==> src/rtl/dsk_pkg.sv <==
package dsk_pkg;
  localparam int CTRL_W       = 16;
  localparam int CB_CELL_FAST = 8;
  localparam int CB_MSB_SYNC  = 9;
  localparam int CB_WORD_SYNC = 10;
  localparam int CB_PRE_MFM   = 12;
  localparam int CB_PRE_LO    = 13;
  localparam int CB_PRE_HI    = 14;

  typedef struct packed {
    logic [1:0] precomp_len;
    logic       precomp_mfm;
    logic       word_sync_en;
    logic       msb_sync;
    logic       cell_fast;
  } dsk_cfg_t;
endpackage

==> src/rtl/dsk_cfg_regs.sv <==
module dsk_cfg_regs
  import dsk_pkg::*;
#(
  parameter int WORD_W = 16
) (
  input  logic              clk,
  input  logic              rst_n,
  input  logic              sync_wr,
  input  logic [WORD_W-1:0] sync_wdata,
  input  logic              ctrl_wr,
  input  logic [CTRL_W-1:0] ctrl_wdata,
  input  logic              index_pulse,
  output logic [WORD_W-1:0] sync_word,
  output dsk_cfg_t          cfg,
  output logic              flag_pulse
);
  function automatic dsk_cfg_t decode_ctrl(input logic [CTRL_W-1:0] v);
    dsk_cfg_t c;
    c.precomp_len  = v[CB_PRE_HI:CB_PRE_LO];
    c.precomp_mfm  = v[CB_PRE_MFM];
    c.word_sync_en = v[CB_WORD_SYNC];
    c.msb_sync     = v[CB_MSB_SYNC];
    c.cell_fast    = v[CB_CELL_FAST];
    return c;
  endfunction

  always_ff @(posedge clk or negedge rst_n) begin
    if (!rst_n) begin
      sync_word  <= '0;
      cfg        <= '0;
      flag_pulse <= 1'b0;
    end else begin
      if (sync_wr) sync_word <= sync_wdata;
      if (ctrl_wr) cfg <= decode_ctrl(ctrl_wdata);
      flag_pulse <= index_pulse;
    end
  end

  // cell select follows the written bit
  a_r6_cell_follows_write: assert property (@(posedge clk) disable iff (!rst_n)
    ctrl_wr |=> cfg.cell_fast == $past(ctrl_wdata[CB_CELL_FAST]));
  // index gives a one-cycle flag pulse
  a_r7_flag_single: assert property (@(posedge clk) disable iff (!rst_n)
    (index_pulse && !$past(index_pulse)) |=> flag_pulse);
endmodule

==> src/rtl/dsk_shifter.sv <==
module dsk_shifter #(
  parameter int WORD_W = 16
) (
  input  logic              clk,
  input  logic              rst_n,
  input  logic              bit_vld,
  input  logic              bit_val,
  input  logic [WORD_W-1:0] sync_word,
  output logic [WORD_W-1:0] sreg_q,
  output logic [WORD_W-1:0] sreg_next,
  output logic              match_now
);
  function automatic logic [WORD_W-1:0] shift_in(input logic [WORD_W-1:0] s, input logic b);
    return {s[WORD_W-2:0], b};
  endfunction

  always_comb begin
    sreg_next = bit_vld ? shift_in(sreg_q, bit_val) : sreg_q;
    match_now = bit_vld && (sreg_next == sync_word);
  end

  always_ff @(posedge clk or negedge rst_n) begin
    if (!rst_n) sreg_q <= '0;
    else        sreg_q <= sreg_next;
  end

  // new bit lands in bit 0, old bit 0 moves to bit 1
  a_r2_shift_lsb: assert property (@(posedge clk) disable iff (!rst_n)
    bit_vld |=> (sreg_q[0] == $past(bit_val)) && (sreg_q[1] == $past(sreg_q[0])));
  // register holds without a valid bit
  a_r10_hold: assert property (@(posedge clk) disable iff (!rst_n)
    !bit_vld |=> $stable(sreg_q));
endmodule

==> src/rtl/dsk_framer.sv <==
module dsk_framer #(
  parameter int WORD_W = 16,
  localparam int CNT_W = $clog2(WORD_W)
) (
  input  logic             clk,
  input  logic             rst_n,
  input  logic             bit_vld,
  input  logic             match_now,
  input  logic             word_sync_en,
  input  logic             index_pulse,
  output logic             boundary_now,
  output logic [CNT_W-1:0] cnt_q
);
  logic [CNT_W-1:0] cnt_upd;
  logic [CNT_W-1:0] cnt_d;

  function automatic logic [CNT_W-1:0] advance(input logic [CNT_W-1:0] c,
                                               input logic m, input logic en);
    return (m && en) ? '0 : c + 1'b1;
  endfunction

  always_comb begin
    cnt_upd      = bit_vld ? advance(cnt_q, match_now, word_sync_en) : cnt_q;
    boundary_now = bit_vld && (cnt_upd == '0);
    cnt_d        = index_pulse ? '0 : cnt_upd;
  end

  always_ff @(posedge clk or negedge rst_n) begin
    if (!rst_n) cnt_q <= '0;
    else        cnt_q <= cnt_d;
  end

  // index leaves the counter at zero
  a_r7_index_clears: assert property (@(posedge clk) disable iff (!rst_n)
    index_pulse |=> cnt_q == '0);
  // aligned match restarts framing
  a_r4_sync_restart: assert property (@(posedge clk) disable iff (!rst_n)
    (bit_vld && match_now && word_sync_en) |=> cnt_q == '0);
  // counter moves only with a bit or index
  a_r10_cnt_idle: assert property (@(posedge clk) disable iff (!rst_n)
    (!bit_vld && !index_pulse) |=> $stable(cnt_q));
endmodule

==> src/rtl/disk_deser_top.sv <==
module disk_deser_top
  import dsk_pkg::*;
#(
  parameter int WORD_W = 16
) (
  input  logic              clk,
  input  logic              rst_n,
  input  logic              bit_vld,
  input  logic              bit_val,
  input  logic              sync_wr,
  input  logic [WORD_W-1:0] sync_wdata,
  input  logic              ctrl_wr,
  input  logic [CTRL_W-1:0] ctrl_wdata,
  input  logic              index_pulse,
  output logic              word_vld,
  output logic [WORD_W-1:0] word_data,
  output logic              word_sync,
  output logic              sync_irq,
  output logic              flag_pulse,
  output logic              cell_fast,
  output logic [1:0]        precomp_len,
  output logic              precomp_mfm,
  output logic              cfg_msb_sync
);
  localparam int CNT_W = $clog2(WORD_W);

  logic [WORD_W-1:0] sync_word;
  dsk_cfg_t          cfg;
  logic [WORD_W-1:0] sreg_q, sreg_next;
  logic              match_now;
  logic              boundary_now;
  logic [CNT_W-1:0]  cnt_q;

  dsk_cfg_regs #(.WORD_W(WORD_W)) u_regs (
    .clk, .rst_n, .sync_wr, .sync_wdata, .ctrl_wr, .ctrl_wdata,
    .index_pulse, .sync_word, .cfg, .flag_pulse
  );

  dsk_shifter #(.WORD_W(WORD_W)) u_shift (
    .clk, .rst_n, .bit_vld, .bit_val, .sync_word,
    .sreg_q, .sreg_next, .match_now
  );

  dsk_framer #(.WORD_W(WORD_W)) u_frame (
    .clk, .rst_n, .bit_vld, .match_now,
    .word_sync_en(cfg.word_sync_en), .index_pulse,
    .boundary_now, .cnt_q
  );

  always_ff @(posedge clk or negedge rst_n) begin
    if (!rst_n) begin
      word_vld  <= 1'b0;
      word_data <= '0;
      word_sync <= 1'b0;
      sync_irq  <= 1'b0;
    end else begin
      word_vld  <= boundary_now;
      word_sync <= boundary_now && match_now;
      sync_irq  <= match_now;
      if (boundary_now) word_data <= sreg_next;
    end
  end

  assign cell_fast    = cfg.cell_fast;
  assign precomp_len  = cfg.precomp_len;
  assign precomp_mfm  = cfg.precomp_mfm;
  assign cfg_msb_sync = cfg.msb_sync;

  // interrupt only after a shifted bit
  a_r3_irq_needs_bit: assert property (@(posedge clk) disable iff (!rst_n)
    sync_irq |-> $past(bit_vld));
  // a tagged word implies a match pulse in the same cycle
  a_r5_sync_tag: assert property (@(posedge clk) disable iff (!rst_n)
    word_sync |-> (word_vld && sync_irq));
  // no word without a bit
  a_r10_no_word_idle: assert property (@(posedge clk) disable iff (!rst_n)
    word_vld |-> $past(bit_vld));
  // flag follows index
  a_r7_flag_source: assert property (@(posedge clk) disable iff (!rst_n)
    flag_pulse |-> $past(index_pulse));
  // emitted data carries the last bit in its low position
  a_r5_data_last_bit: assert property (@(posedge clk) disable iff (!rst_n)
    word_vld |-> word_data[0] == $past(bit_val));
endmodule

==> config.mk <==
export PLATFORM = sky130hd
export DESIGN_NAME = disk_deser_top
export DESIGN_NICKNAME = d
export VERILOG_FILES = /design/src/rtl/dsk_pkg.sv /design/src/rtl/dsk_cfg_regs.sv /design/src/rtl/dsk_shifter.sv /design/src/rtl/dsk_framer.sv /design/src/rtl/disk_deser_top.sv
export SDC_FILE = /design/constraint.sdc
export NUM_CORES = 1
export LEC_CHECK = 0
export BUFFER_PORTS_ARGS = -buffer_cell sky130_fd_sc_hd__buf_2
export CORE_MARGIN = 3
export CORE_UTILIZATION = 50
export CTS_BUF_LIST = sky130_fd_sc_hd__clkbuf_8
export CTS_CLUSTER_DIAMETER = 150
export DETAILED_ROUTE_END_ITERATION = 6
export PLACE_DENSITY_LB_ADDON = 0.25
export SETUP_SLACK_MARGIN = 0.05
export SKIP_CTS_REPAIR_TIMING = 1
export SYNTH_ARGS = -nofsm -noshare
export SYNTH_HDL_FRONTEND = slang
export SYNTH_HIERARCHICAL = 1
export SYNTH_SLANG_ARGS = --single-unit
==> constraint.sdc <==
create_clock -name clk -period 6 [get_ports clk]
set_input_delay 0.3 -clock clk [delete_from_list [all_inputs] [get_ports clk]]
set_output_delay 0.3 -clock clk [all_outputs]
set_load 0.03 [all_outputs]
Yosys cells after proc, flatten, opt, wreduce, memory -nomap -nowiden --
Cells that the tools add are included.
Storage, ports and cells: output and inout port bits 25, register bits after elaboration 62, input port bits 39
Cells by class: mux-type cells 4, reduce and logical (&&, ||, !) cells 5, equality and inequality tests 1, add/sub/neg operators 1
Operators by type and width (number):
- equality test 16 bit | 1
- 2-to-1 mux 16 bit | 1
- 2-to-1 mux 4 bit | 3
- adder 4 x 1 -> 4 bit, second input constant | 1
- logical AND 1 bit | 4
- logical NOT 4 bit | 1

Depth between registers and ports, before layout --
Gate-level depths: netlist (run 1).
depth in word-level cells 9, depth in mapped cells 10

Cells and area by module --
The synthesis (run 1) kept the hierarchy.
By module, submodules not included:
- dsk_cfg_regs | sequential area each 575.6 sq um, instances 1, cells an instance 48, area an instance 897.1 sq um
- dsk_shifter | sequential area each 400.4 sq um, instances 1, cells an instance 71, area an instance 880.8 sq um
- disk_deser_top | sequential area each 475.5 sq um, instances 1, cells an instance 38, area an instance 728.2 sq um
- dsk_framer | sequential area each 100.1 sq um, instances 1, cells an instance 24, area an instance 224.0 sq um

Least setup slack after synthesis (run 1) --
Ideal clock, no wire load.
kind flip-flop to flip-flop, start reg u_shift.sreg_q[1], end reg word_data[10], clock period less this slack 2.509 ns, path buffers 2, library setup time 0.125 ns, stages on the path, launching flop included 10, slack 3.491 ns, arrival 2.384 ns, cells stage by stage dfrtp_1 -> xnor2_1 -> o2111ai_1 -> or4_1 -> nor4b_2 -> nand3_1 -> o31ai_1 -> buf_6 -> buf_12 -> mux2_4
Between the ends: longest elaborated chain between the ends 8
Ends and longest elaborated chain:
- start: declaration | RTL line dsk_shifter.sv:9 | output logic [WORD_W-1:0] sreg_q,
- start signal: assignment | RTL line dsk_shifter.sv:24 | else sreg_q <= sreg_next;
- 2-to-1 mux 16 bit | RTL line dsk_shifter.sv:18 | sreg_next = bit_vld ? shift_in(sreg_q, bit_val) : sreg_q;
- equality test 16 bit | RTL line dsk_shifter.sv:19 | match_now = bit_vld && (sreg_next == sync_word);
- logical AND 1 bit | RTL line dsk_shifter.sv:19
- net match_now | RTL line disk_deser_top.sv:30 | logic match_now;
- logical AND 1 bit | RTL line dsk_framer.sv:19 | return (m && en) ? '0 : c + 1'b1;
- 2-to-1 mux 4 bit | RTL line dsk_framer.sv:19
- 2-to-1 mux 4 bit | RTL line dsk_framer.sv:23 | cnt_upd = bit_vld ? advance(cnt_q, match_now, word_sync_en) : cnt_q;
- logical NOT 4 bit | RTL line dsk_framer.sv:24 | boundary_now = bit_vld && (cnt_upd == '0);
- logical AND 1 bit | RTL line dsk_framer.sv:24
- net boundary_now | RTL line disk_deser_top.sv:31 | logic boundary_now;
- end signal: assignment | RTL line disk_deser_top.sv:60 | if (boundary_now) word_data <= sreg_next;
- end: declaration | RTL line disk_deser_top.sv:16 | output logic [WORD_W-1:0] word_data,
The timed path passes the listed nets, and every way through them passes these cells. A chain may end at the register's enable or synchronous reset.

Final worst setup path (run 1) --
start in bit_vld, end reg word_data[14]
Between the ends: longest elaborated chain between the ends 8
Ends and longest elaborated chain:
- start: declaration | RTL line disk_deser_top.sv:8 | input logic bit_vld,
- 2-to-1 mux 16 bit | RTL line dsk_shifter.sv:18
- equality test 16 bit | RTL line dsk_shifter.sv:19
- logical AND 1 bit (*) | RTL line dsk_shifter.sv:19
- net match_now | RTL line disk_deser_top.sv:30
- logical AND 1 bit (*) | RTL line dsk_framer.sv:19
- 2-to-1 mux 4 bit (*) | RTL line dsk_framer.sv:19
- 2-to-1 mux 4 bit (*) | RTL line dsk_framer.sv:23
- logical NOT 4 bit (*) | RTL line dsk_framer.sv:24
- logical AND 1 bit (*) | RTL line dsk_framer.sv:24
- net boundary_now | RTL line disk_deser_top.sv:31
The timed path passes the listed nets; every way through them passes the cells marked *.

==> impl_metrics.toml, run 1 <==
[critical_path]
crit_slowest_cell = "or4_1"
r2r_cells = 7
endpoint_kind = "register"
arrival_ns = 3.18
r2r_slack_ns = 3.09
path_class = "primary input to register"
crit_family = "simple AND/OR/NAND/NOR gates"
startpoint_type = "primary input"
slowest_delay_ns = 0.51
crit_fanout = 29
worst-path-buf-inv = 1
worstPathRequired_ns = 6.22
cp.depth = 8
crit_chain = "buf_2 -> mux2i_1 -> xnor2_1 -> or4_1 -> nor4b_2 -> nand3_1 -> o31ai_4 -> mux2_2"

[cells_and_area]
ff_latch_area_um2 = 1550
final_cells = 314
n_fill_cell = 411
fin_area_um2 = 3240
multi_input_area_um2 = 1090
syn2layout_area_growth_pct = 18.5
n_antenna_cell = 0
fin_nets = 279
drive_above_1_share_pct = 51.2

[timing]
final_hold_viol_count = 0
finalWorstSetupSlack_ns = 3.03
fmax_mhz = 337
slew_headroom_pct = 30.7
tightest_slew_ns = 1.04
fin_crit_ns = 2.97
finalClockSkew_ns = 0.00875
setup_viol = 0
fin_crit_sh_pct = 49.5
rsz0062_at_grt = "false"
fin_setup_tns_ns = 0
drv_slew = 0

[detailed_routing]
drtIter0Drc = 65
wire_per_inst_um = 15.5
dr.pass1.iters = 4
vias = 1586
ant_nets = 0
via_per_inst = 5.05
wl_um = 4870
drc = 0

[clock_network]
cts.sinks = 62
clock-root-buffer = "clkbuf_8"
clk_latency_ns = 0.33
htree_levels = 3
clkTransAtPathRegs_ns = 0.07
cts_buffer_depth = 2
cts_buffers = 9
tritoncts = "built"

[place]
dp_cells = 298
post-place-ws_ns = 2.68
place_congestion = 0.859
port_buffers = 53
placed_area_um2 = 3020
dp_hpwl_um = 3330

[pwr]
swShare_pct = 32.4
power.density_nw_per_um2 = 438
clockPowerShare_pct = 27.8
p_seq_share_pct = 42.4
pwr-share-comb_pct = 29.8
p_switching_mw = 0.459
p_total_mw = 1.42
ir_drop_mv = 0.318
power.internal_mw = 0.958
p_leak_nw = 1.54

[floorplan]
core_area_um2 = 5200
die_w_um = 79.9
die_h_um = 79.9
num_rows = 26
die_area_um2 = 6380
initial_core_util_pct = 52.5
io_pins = 64

[synth]
ys_ff_latch = 62
synth_top_area_share_pct = 56.8
yosysUniqueCellTypes = 29
synth_top_area_cell = "dfrtp_1"
syn_area_per_cell_um2 = 15.1
synth_area_leaders = "dfrtp_1 57%, mux2_2 14%, mux2_4 10%, xnor2_1 2.9%, xor2_1 2.2%"
async_flop_share_pct = 100
ys.flop_type = "dfrtp_1"
synthesis.area_um2 = 2730
synthTopCellsByCount = "62 x dfrtp_1, 35 x mux2_2, 19 x mux2_4"
syn_inst = 181
ys_seq_area_share_pct = 56.8
synth.most_common_cell = "dfrtp_1"
synthesis.nets = 221
synth_edf_count = 0
yosys_warnings = 6

[global_route]
antenna_found_initial = 0
grt_first_pass_wirelength_um = 7900
grt_max_degree = 63
grt_pass1_vias = 1634
overflow = 0
grtUsageTotal_pct = 16.6

[run_status]
status = "complete, no violations"

[hold_path]
hold_path_class = "primary input to async pin"

[job]
maxCapViolCount = 0
## kinds of logic (layout without fill, tap and decap cells)
kind of cell    Yosys count  count (layout)  share of synthesized area, %
flops                    62              62                          56.8
buf+inv                  13              76                          3.90
compound gates           12              12                          3.12
fa+ha+maj                 1               1                         0.458
xor+xnor                 16              16                          5.13
simple gates             20              20                          4.58
mux                      57              57                          26.0
## power by group through the flow
stage               Clock, mW  Combinational, mW  Sequential [mW]
detailed placement          0              0.421            0.610
CTS                     0.402              0.427            0.604
global route            0.422              0.452            0.617
floorplan                   0              0.204            0.704
global placement            0              0.419            0.607
finish                  0.394              0.422            0.601
## path summary, 6_finish.rpt
| path | startpoint | end |
|---|---|---|
| worst max-delay path | bit_vld | word_data[14]$_DFFE_PN0P_ |
| min in group clk | index_pulse | u_regs/flag_pulse$_DFF_PN0_ |
| worst max register to register | u_shift/sreg_q[1]$_DFF_PN0_ | word_data[14]$_DFFE_PN0P_ |
| max in group asynchronous | rst_n | u_shift/sreg_q[10]$_DFF_PN0_ |
| worst min register to register | u_regs/cfg[1]$_DFFE_PN0P_ | u_regs/cfg[1]$_DFFE_PN0P_ |
| worst min-delay path | rst_n | u_regs/sync_word[9]$_DFFE_PN0P_ |
## sequential cells by signal (all words and copies together), names as in the netlist
signal / count
sync_irq: 1
word_data: 16
u_regs/sync_word: 16
u_shift/sreg_q: 16
u_regs/flag_pulse: 1
u_regs/cfg: 6
word_sync: 1
word_vld: 1
u_frame/cnt_q: 4
## final cells by class
cell class                      instances  share of cell area, %
Sequential cell                        62                   48.0
Multi-Input combinational cell        106                   33.6
Timing Repair Buffer                   54                   8.43
Clock buffer                           10                   4.25
Tap cell                               70                   2.71
Clock inverter                          6                   2.40
Inverter                                6                  0.696
## worst register-to-register path, cell delays in order (launching register included)
cell	delay [ns]
dfrtp_1	0.42
xnor2_1	0.18
o2111ai_1	0.13
or4_1	0.58
nor4b_2	0.50
nand3_1	0.25
o31ai_4	0.31
mux2_2	0.42
## cell usage in the layout, fill, tap and decap left out, types with 2 or more instances in the layout
cell type   n
a21oi_1     4
a221oi_1    3
buf_2      53
bufinv_16   2
clkbuf_8   10
clkinv_2    2
dfrtp_1    62
inv_1       8
mux2_2     35
mux2_4     19
mux2i_1     3
nand2_1     3
nand2b_1    3
nand3_1     3
nand4_1     2
nor2_1      2
o2111ai_1   2
xnor2_1     9
xor2_1      7
## per-stage QoR
stage                     util (%)  hold slack [ns]
after floorplan                  -          0.00441
after global routing          62.2            0.129
after global placement        58.0            0.476
after CTS                     62.2            0.123
final                         62.2            0.137
after detailed placement      58.0            0.475
## layer usage
layer	GRT usage, %	wire length (µm)
met1	23.4	2390
met2	23.8	2230
met3	4.51	204
met4	7.60	50
met5	0	0
Power figures use the tool's default switching activity.
==> run 2: changes to the inputs <==
==> constraint.sdc (replaced) <==
create_clock -name clk -period 2.8 [get_ports clk]
set_input_delay 0.14 -clock clk [delete_from_list [all_inputs] [get_ports clk]]
set_output_delay 0.14 -clock clk [all_outputs]
set_load 0.03 [all_outputs]
==> run 2 against run 1 <==
  * Wire length rose by 5.8%
  * Critical endpoint unchanged
  * Hold slack worse by 0.10 ns
  * Clock power grew 69%
  * Design area is 1.3% higher
  * Clock skew hardly changed
  * Highest routed layer unchanged
  * Largest cell class unchanged
  * Register-to-register slack worse by 2.9 ns
  * Critical path type is now register to register
==> impl_metrics.toml, run 2 (synthesis results as in run 1) <==
[run_status]
status = "complete, no violations"

[cells_and_area]
n_antenna_cell = 0
final_common_cell = "dfrtp_1"
fin_nets = 287
final_cell_mix = "62 x dfrtp_1, 53 x buf_2, 35 x mux2_2"
largestRegisters = "u_regs/sync_word x16, u_shift/sreg_q x16, word_data x16"
drive_above_1_share_pct = 52.0
syn2layout_area_growth_pct = 20.1
fin_util_pct = 63.0

[place]
port_buffers = 53
place_congestion = 0.806
dp_hpwl_um = 3600

[timing]
drv_slew = 0
fin_setup_tns_ns = 0
tightest_slew_ns = 0.536
slew_headroom_pct = 64.3
finalClockSkew_ns = 0.00892
fmax_mhz = 381
final_hold_viol_count = 0
whs_ns = 0.0337
fin_crit_ns = 2.62
setup_viol = 0
fin_crit_sh_pct = 93.6
rsz0062_at_grt = "false"

[global_route]
grtUsageTotal_pct = 18.1
antenna_found_initial = 0
overflow = 0
grt_first_pass_wirelength_um = 8550
grt_max_degree = 39
grt_pass1_vias = 1710

[detailed_routing]
dr.pass1.iters = 4
via_per_inst = 5.18
drtIter0Drc = 106
ant_nets = 0
drc = 0
wl_um = 5150
vias = 1668
wire_per_inst_um = 16.0

[clock_network]
htree_levels = 3
cts.sinks = 62
clk_latency_ns = 0.33
clkTransAtPathRegs_ns = 0.07
clock-root-buffer = "clkbuf_8"
tritoncts = "built"
cts_buffers = 9
cts_buffer_depth = 2

[pwr]
ir_drop_mv = 0.595
power.density_nw_per_um2 = 880
p_leak_nw = 1.56

[critical_path]
path_class = "register to register"
arrival_ns = 2.83
crit_fanout = 11
startpoint_type = "register"
worstPathRequired_ns = 3.01
endpoint_kind = "register"

[hold_path]
hold_path_class = "primary input to register"

[floorplan]
io_pins = 64
die_h_um = 79.9
core_area_um2 = 5200
die_area_um2 = 6380
die_w_um = 79.9
num_rows = 26
initial_core_util_pct = 52.5

[job]
maxCapViolCount = 0
run 2: layout make-up:
class / count / area (µm²)
Multi-Input combinational cell: 106 / 1090
Inverter: 6 / 22.5
Clock inverter: 6 / 30.0
Sequential cell: 62 / 1550
Clock buffer: 10 / 138
Fill cell: 423 / 1930
Tap cell: 70 / 87.6
Timing Repair Buffer: 62 / 363
run 2: power breakdown:
part	switching, mW	internal, mW
Combinational	0.505	0.423
Sequential	0.163	1.13
Clock	0.330	0.334
run 2: metrics by stage:
step	instance area (µm²)	worst slack (ns)	total power, mW	cells
finish	3280	0.178	2.88	322
global route	3280	0.0731	3.06	322
CTS	3220	0.117	2.92	317
detailed placement	3060	0.146	2.23	301
global placement	3060	0.140	2.21	301
floorplan	2730	0.291	1.95	181
run 2: worst max-delay path: stages, from the launching register on:
cell and delay (ns):
dfrtp_1 0.41, xnor2_1 0.19, o2111ai_1 0.14, or4_1 0.55, nor4b_2 0.35, nand3_1 0.20
o31ai_4 0.12, buf_12 0.20, mux2_2 0.34
run 2: final timing paths:
check	start	cells past startpoint	slack, ns	endpoint
setup / recovery	u_shift/sreg_q[12]$_DFF_PN0_	8	0.18	word_data[14]$_DFFE_PN0P_
hold / removal	sync_wdata[10]	2	0.03	u_regs/sync_word[10]$_DFFE_PN0P_
setup reg to reg	u_shift/sreg_q[12]$_DFF_PN0_	8	0.18	word_data[14]$_DFFE_PN0P_
hold reg to reg	u_regs/cfg[1]$_DFFE_PN0P_	1	0.50	u_regs/cfg[1]$_DFFE_PN0P_
max in group asynchronous	rst_n	3	1.59	word_data[14]$_DFFE_PN0P_
min in group asynchronous	rst_n	2	0.33	u_regs/sync_word[15]$_DFFE_PN0P_
run 2: per-layer routing:
layer,global-route usage [%],share of wire [%],up-vias
met4,11.8,2.7,0
met2,24.5,46,37
met5,0,0,-
li1,-,-,773
met3,4.06,4.2,13
met1,25.8,47,845
